## config.mk

```make
export PLATFORM = sky130hd
export DESIGN_NAME = adc_seq_top
export DESIGN_NICKNAME = d
export VERILOG_FILES = /design/src/rtl/adc_seq_pkg.sv /design/src/rtl/adc_acq_timer.sv /design/src/rtl/adc_sar_engine.sv /design/src/rtl/adc_result_fmt.sv /design/src/rtl/adc_seq_top.sv
export SDC_FILE = /design/constraint.sdc
export NUM_CORES = 1
export LEC_CHECK = 0
export BUFFER_PORTS_ARGS = -buffer_cell sky130_fd_sc_hd__buf_2
export CAP_MARGIN = 20
export CORE_ASPECT_RATIO = 0.8
export CORE_MARGIN = 2
export CORE_UTILIZATION = 27
export CTS_BUF_LIST = sky130_fd_sc_hd__clkbuf_8
export DETAILED_ROUTE_END_ITERATION = 12
export PLACE_DENSITY = 0.53
export SLEW_MARGIN = 20
export SYNTH_ARGS = -nofsm -noshare
export SYNTH_HDL_FRONTEND = slang
export SYNTH_SLANG_ARGS = --single-unit
```

## constraint.sdc

```tcl
create_clock -name clk -period 1.7 [get_ports clk]
set_input_delay 0.34 -clock clk [delete_from_list [all_inputs] [get_ports clk]]
set_output_delay 0.34 -clock clk [all_outputs]
set_load 0.05 [all_outputs]
```

## src/rtl/adc_seq_pkg.sv

```systemverilog
package adc_seq_pkg;

  typedef enum logic [1:0] {PH_IDLE, PH_ACQ, PH_CONV} phase_t;

  // Acquisition length in TAD periods: 2 per step up to code 4, 4 per step above.
  function automatic logic [4:0] acq_tad_count(input logic [2:0] code);
    logic [4:0] c;
    c = {2'b00, code};
    if (code <= 3'd4) return c << 1;
    else              return (c << 2) - 5'd8;
  endfunction

  // Positive reference: 01 external pin, 10 fixed internal, else supply.
  function automatic logic [2:0] pos_ref_decode(input logic [1:0] s);
    case (s)
      2'b01:   return 3'b010;
      2'b10:   return 3'b100;
      default: return 3'b001;
    endcase
  endfunction

  // Negative reference: 01 external pin, else ground.
  function automatic logic [1:0] neg_ref_decode(input logic [1:0] s);
    return (s == 2'b01) ? 2'b10 : 2'b01;
  endfunction

endpackage

```

## src/rtl/adc_acq_timer.sv

```systemverilog
module adc_acq_timer #(
  parameter int CNT_W   = 5,
  parameter int MAX_TAD = 20
) (
  input  logic             clk,
  input  logic             rst_n,
  input  logic             load,
  input  logic [CNT_W-1:0] load_val,
  input  logic             tad_en,
  output logic             expire
);
  logic [CNT_W-1:0] cnt_q;
  logic             running;

  assign running = (cnt_q != '0);
  assign expire  = running && tad_en && (cnt_q == CNT_W'(1));

  always_ff @(posedge clk or negedge rst_n) begin
    if (!rst_n)                 cnt_q <= '0;
    else if (load)              cnt_q <= load_val;
    else if (running && tad_en) cnt_q <= cnt_q - CNT_W'(1);
  end

  assert_acq_bound_R3: assert property (@(posedge clk) disable iff (!rst_n)
    cnt_q <= CNT_W'(MAX_TAD));
  assert_acq_hold_R3: assert property (@(posedge clk) disable iff (!rst_n)
    (running && !tad_en && !load) |=> $stable(cnt_q));

endmodule

```

## src/rtl/adc_sar_engine.sv

```systemverilog
module adc_sar_engine #(
  parameter int RES_W = 10
) (
  input  logic             clk,
  input  logic             rst_n,
  input  logic             start,
  input  logic             tad_en,
  input  logic             cmp_in,
  output logic [RES_W-1:0] trial,
  output logic [RES_W-1:0] decided_code,
  output logic             last_dec
);
  localparam int IDX_W = (RES_W > 1) ? $clog2(RES_W) : 1;

  logic             active_q;
  logic [IDX_W-1:0] idx_q;
  logic [RES_W-1:0] sar_q;
  logic [RES_W-1:0] mask;
  logic             dec;

  assign mask         = {{(RES_W-1){1'b0}}, 1'b1} << idx_q;
  assign trial        = active_q ? (sar_q | mask) : '0;
  assign dec          = active_q && tad_en;
  assign last_dec     = dec && (idx_q == '0);
  assign decided_code = cmp_in ? (sar_q | mask) : sar_q;

  always_ff @(posedge clk or negedge rst_n) begin
    if (!rst_n) begin
      active_q <= 1'b0;
      idx_q    <= '0;
      sar_q    <= '0;
    end else if (start) begin
      active_q <= 1'b1;
      idx_q    <= IDX_W'(RES_W-1);
      sar_q    <= '0;
    end else if (dec) begin
      sar_q <= decided_code;
      if (idx_q == '0) active_q <= 1'b0;
      else             idx_q    <= idx_q - IDX_W'(1);
    end
  end

  assert_msb_first_R4: assert property (@(posedge clk) disable iff (!rst_n)
    start |=> (trial == (RES_W'(1) << (RES_W-1))));
  assert_bit_step_R4: assert property (@(posedge clk) disable iff (!rst_n)
    (dec && !last_dec && !start) |=> (idx_q == $past(idx_q) - IDX_W'(1)));

endmodule

```

## src/rtl/adc_result_fmt.sv

```systemverilog
module adc_result_fmt #(
  parameter int RES_W = 10,
  parameter int OUT_W = 16
) (
  input  logic             clk,
  input  logic             rst_n,
  input  logic             capture,
  input  logic [RES_W-1:0] code,
  input  logic             left_just,
  output logic [OUT_W-1:0] result
);
  localparam int PAD_W = OUT_W - RES_W;

  function automatic logic [OUT_W-1:0] justify(input logic [RES_W-1:0] c, input logic left);
    return left ? {c, {PAD_W{1'b0}}} : {{PAD_W{1'b0}}, c};
  endfunction

  always_ff @(posedge clk or negedge rst_n) begin
    if (!rst_n)       result <= '0;
    else if (capture) result <= justify(code, left_just);
  end

  assert_result_hold_R8: assert property (@(posedge clk) disable iff (!rst_n)
    !capture |=> $stable(result));

endmodule

```

## src/rtl/adc_seq_top.sv

```systemverilog
module adc_seq_top #(
  parameter int RES_W = 10,
  parameter int OUT_W = 16,
  parameter int CH_W  = 5,
  parameter int ACQ_W = 5
) (
  input  logic             clk,
  input  logic             rst_n,
  input  logic             tad_en,
  input  logic             go_set,
  input  logic             irq_clr,
  input  logic [2:0]       acq_sel,
  input  logic [CH_W-1:0]  chan_sel,
  input  logic [1:0]       pref_sel,
  input  logic [1:0]       nref_sel,
  input  logic             left_just,
  input  logic             cmp_in,
  output logic             sample_en,
  output logic [CH_W-1:0]  chan_mux,
  output logic [2:0]       pref_mux,
  output logic [1:0]       nref_mux,
  output logic [RES_W-1:0] trial_code,
  output logic [OUT_W-1:0] result,
  output logic             go_busy,
  output logic             irq_flag
);
  import adc_seq_pkg::*;

  phase_t           phase_q, phase_d;
  logic             go_accept, manual, acq_expire, sar_start, conv_done;
  logic [RES_W-1:0] decided_code;
  logic             irq_q;

  assign manual    = (acq_sel == 3'd0);
  assign go_accept = go_set && (phase_q == PH_IDLE);
  assign sar_start = (go_accept && manual) || acq_expire;

  adc_acq_timer #(.CNT_W(ACQ_W), .MAX_TAD(20)) u_acq (
    .clk(clk), .rst_n(rst_n),
    .load(go_accept && !manual),
    .load_val(ACQ_W'(acq_tad_count(acq_sel))),
    .tad_en(tad_en), .expire(acq_expire)
  );

  adc_sar_engine #(.RES_W(RES_W)) u_sar (
    .clk(clk), .rst_n(rst_n), .start(sar_start), .tad_en(tad_en),
    .cmp_in(cmp_in), .trial(trial_code), .decided_code(decided_code),
    .last_dec(conv_done)
  );

  adc_result_fmt #(.RES_W(RES_W), .OUT_W(OUT_W)) u_fmt (
    .clk(clk), .rst_n(rst_n), .capture(conv_done), .code(decided_code),
    .left_just(left_just), .result(result)
  );

  always_comb begin
    phase_d = phase_q;
    case (phase_q)
      PH_IDLE: if (go_accept) phase_d = manual ? PH_CONV : PH_ACQ;
      PH_ACQ:  if (acq_expire) phase_d = PH_CONV;
      PH_CONV: if (conv_done) phase_d = PH_IDLE;
      default: phase_d = PH_IDLE;
    endcase
  end

  always_ff @(posedge clk or negedge rst_n) begin
    if (!rst_n) begin
      phase_q <= PH_IDLE;
      irq_q   <= 1'b0;
    end else begin
      phase_q <= phase_d;
      if (conv_done)    irq_q <= 1'b1;
      else if (irq_clr) irq_q <= 1'b0;
    end
  end

  assign go_busy   = (phase_q != PH_IDLE);
  assign sample_en = (phase_q != PH_CONV);
  assign irq_flag  = irq_q;
  assign chan_mux  = chan_sel;
  assign pref_mux  = pos_ref_decode(pref_sel);
  assign nref_mux  = neg_ref_decode(nref_sel);

  assert_manual_start_R2: assert property (@(posedge clk) disable iff (!rst_n)
    (!go_busy && go_set && acq_sel == 3'd0) |=> (go_busy && !sample_en));
  assert_auto_start_R3: assert property (@(posedge clk) disable iff (!rst_n)
    (!go_busy && go_set && acq_sel != 3'd0) |=> (go_busy && sample_en));
  assert_done_flags_R5: assert property (@(posedge clk) disable iff (!rst_n)
    $fell(go_busy) |-> (irq_flag && sample_en));
  assert_irq_sticky_R6: assert property (@(posedge clk) disable iff (!rst_n)
    (irq_flag && !irq_clr) |=> irq_flag);
  assert_busy_hold_R11: assert property (@(posedge clk) disable iff (!rst_n)
    (go_busy && !conv_done) |=> go_busy);
  assert_ignore_go_R7: assert property (@(posedge clk) disable iff (!rst_n)
    (phase_q == PH_CONV && go_set && !conv_done) |=> (phase_q == PH_CONV));
  assert_ref_onehot_R10: assert property (@(posedge clk) disable iff (!rst_n)
    $onehot(pref_mux) && $onehot(nref_mux));

endmodule

```

==> impl_summary.log <==
[metrics] setup total negative slack: -0.887 ns
[metrics] hold buffer count at CTS: 0
[metrics] Post-route DRC: 0
[metrics] Post-Syn Nets: ~250
[metrics] setup repair after global routing missed its margin: true
[metrics] Critical Setup Path Class: register to output port
[metrics] Die Outline Area: between 0.009 and 0.01 mm2
[metrics] count of routing violations after the opening detailed-route iteration: 57
[metrics] Crit Path Max Fanout: 3
[metrics] DR pass1 iterations: 4
[metrics] Row Count: 29
[metrics] violated checks: setup timing
[metrics] area of the core region: ~0.008 mm2
[metrics] ys async rst share: 100%
[metrics] hold crit path type: primary input to async pin
[metrics] Global Route Usage Sum: 13.5%
[metrics] y dimension of the die: ~85 um
[metrics] Final Hold Vio Count: 0
[metrics] top library cells by usage in the layout, fill and taps aside: sky130_fd_sc_hd__buf_2, sky130_fd_sc_hd__dfrtp_1, sky130_fd_sc_hd__buf_4, sky130_fd_sc_hd__nor2_1, sky130_fd_sc_hd__nor3_1
[metrics] post-detailed-route via-to-cell ratio: roughly 4.7
[metrics] wire length of the first global-routing pass: ~9.7 mm
[metrics] number of nets still failing antenna checks after routing: 0
[metrics] power density relative to cell area: about 1700 mW/mm2
[metrics] n_diodes: 0
[metrics] post-route insts no fill: approximately 400
[metrics] Routed wire per std cell: approximately 15 um
[metrics] Clock transition at path regs: around 0.090 ns
[metrics] PnR worst setup slack: -0.146 ns
[metrics] Post-Place Cell Area: about 0.0027 mm2
[metrics] worst supply voltage drop on vdd: ~580 uV
[metrics] number of unique standard cell types used by synthesis: 49
[metrics] TritonCTS clock tree: yes
[metrics] overflow left after global routing: 0
[metrics] final HPWL from detailed placement: 3.90 mm
[metrics] H-Tree Level Count: 2
[metrics] worst-case headroom to the max-slew limit: between 60% and 70%
[metrics] fin crit share: 109%
[metrics] max-cap viol count: 0
[metrics] final worst hold slack: 0.0945 ns
[metrics] Ports: 58
[metrics] Yosys warning total: 0
[metrics] Post-Route Skew: 0.0111 ns
[metrics] leading cell type in the layout, fill and taps excluded: sky130_fd_sc_hd__buf_2
[metrics] signal arrival time at the worst endpoint: between 1.5 and 2 ns
[metrics] startpoint type of the worst setup path: register
[metrics] post-detailed-routing wire length: slightly above 6 mm
[metrics] Area Overhead vs Synth: 43.9%
[metrics] antenna violations before repair: 0
[metrics] most frequently used flop master after synthesis: sky130_fd_sc_hd__dfrtp_1
[metrics] Achievable Freq: around 540 MHz
[metrics] final-report setup violation count: 13
[metrics] worst-margin pin slew: about 0.55 ns
[metrics] Final Cell Area: 0.00321 mm2
[metrics] routability congestion estimate: about 0.83
[metrics] number of buffer cells added on primary ports: 47
[metrics] final-layout fill cell count: 820
[metrics] instance count of the mapped netlist: between 200 and 250
[metrics] vias in the first global route: 1926
[metrics] post-synthesis cell area: between 0.002 and 0.0025 mm2
[metrics] required time of the critical path: 1.36 ns
[metrics] EDFF count, synth: 0
[metrics] run status: complete, but fails checks
[metrics] number of placed cells counting well taps: 388
[metrics] final net count: about 330
[metrics] Die Wd: approximately 110 um
[metrics] Root Buffer: sky130_fd_sc_hd__clkbuf_8
[metrics] maximum number of buffers from clock root to sink: 2
[metrics] TritonCTS buffer count: 5
[metrics] via count of the routed design: about 1.9k
[metrics] clock period minus worst slack: about 1.8 ns
[metrics] sequential element share of the synthesized area: a little over two fifths
[metrics] final-report max-slew violation count: 0
[metrics] capturing element type of the critical path: output port
[metrics] worst skew pair latency: 0.30 ns
[metrics] Num Clock Sinks: 39
[metrics] fraction of layout instances using a drive strength above 1: between 40% and 50%
[metrics] average size of a mapped cell: around 10 um2
[metrics] initial cell density of the core: between 20% and 30%
[metrics] largest net degree at the start of global routing: 40
[metrics] cell leakage power: about 1.5 nW
[metrics] flip-flop and latch count after synthesis: 39
-- Yosys cell counts, types with 3 or more instances --
cell type,instances,area share [%]
sky130_fd_sc_hd__ha_1,10,5.6
sky130_fd_sc_hd__mux2_2,4,2.0
sky130_fd_sc_hd__o31ai_2,6,3.4
sky130_fd_sc_hd__buf_6,4,2.0
sky130_fd_sc_hd__nor2b_1,10,2.8
sky130_fd_sc_hd__a31oi_1,12,3.4
sky130_fd_sc_hd__nor3b_1,3,1.0
sky130_fd_sc_hd__dfrtp_1,39,44
sky130_fd_sc_hd__inv_1,10,1.7
sky130_fd_sc_hd__nand2_1,15,2.5
sky130_fd_sc_hd__nor3_1,14,3.1
sky130_fd_sc_hd__a22o_1,5,2.0
sky130_fd_sc_hd__nand2b_1,4,1.1
sky130_fd_sc_hd__a21oi_1,13,2.9
sky130_fd_sc_hd__nor2_1,21,3.5
sky130_fd_sc_hd__o21ai_0,5,1.1
sky130_fd_sc_hd__o22a_1,3,1.2
sky130_fd_sc_hd__buf_4,5,1.7
sky130_fd_sc_hd__o21ai_1,3,0.67
-- area by class of cell --
cell class                      instances  area, um2  share of cell area, %
Clock buffer                            5       68.8                   2.14
Clock inverter                          3       63.8                   1.99
Inverter                               10       37.5                   1.17
Multi-Input combinational cell        163       1340                   41.5
Sequential cell                        39        980                   30.5
Tap cell                              108        135                   4.20
Timing Repair Buffer                   83        594                   18.5
-- critical path, cell delays in order (launching register included) --
cell and delay, ns:
sky130_fd_sc_hd__dfrtp_1 0.37, sky130_fd_sc_hd__inv_2 0.08, sky130_fd_sc_hd__ha_4 0.17, sky130_fd_sc_hd__and2b_2 0.22, sky130_fd_sc_hd__a21oi_2 0.17, sky130_fd_sc_hd__nor2b_2 0.06
sky130_fd_sc_hd__buf_6 0.15
-- report_power, final --
group | switching [mW] | internal [mW]
registers | 0.258 | 1.17
clock network | 0.351 | 0.581
logic | 1.69 | 1.28
total | 2.30 | 3.03
-- cells by family after synthesis --
group / synth area share (%)
flops: 43.7
fa+ha+maj: 5.60
compound gates: 18.9
simple gates: 21.2
buf+inv: 6.83
mux: 2.91
xor+xnor: 0.784
-- flip-flops by register name (all words and copies together), names as in the netlist --
name / flops
u_fmt.result: 16
u_sar.sar_q: 10
u_acq.cnt_q: 5
u_sar.idx_q: 4
phase_q: 2
irq_flag: 1
u_sar.active_q: 1
-- per-layer routing --
metal / track usage [%] / wire, um
met2: 20.8 / 2720
met1: 19.1 / 3010
met3: 2.69 / 297
met5: 0 / 0
met4: 4.07 / 56
-- what timing repair did --
item,CTS,global route
hold endpoints to repair,0,0
pin swaps,6,6
endpoints found under the setup margin,15,31
gates cloned,0,2
resized for setup,44,22
setup buffers,6,7
-- stage by stage --
step                util [%]  setup WS, ns  total power, mW
floorplan                  -        0.0100             3.05
finish                  40.3        -0.146             5.33
CTS                     38.2        -0.128             5.01
global route            40.3        -0.198             5.65
detailed placement      33.7      -0.00784             3.69
global placement        33.7        0.0123             3.67
-- worst paths after layout --
kind | from | end | slack (ns) | depth (start not counted)
min in group clk | irq_clr | irq_flag | 0.24 | 2
hold / removal | rst_n | u_acq.cnt_q[3] | 0.09 | 2
setup / recovery | u_sar.idx_q[1] | trial_code[4] | -0.15 | 6
max in group asynchronous | rst_n | u_sar.idx_q[2] | 1.17 | 2
setup reg to reg | u_sar.idx_q[1] | u_sar.idx_q[0] | -0.07 | 8
hold reg to reg | u_fmt.result[8] | u_fmt.result[8] | 0.48 | 2
Note: power is estimated with default switching activity, not from simulation.
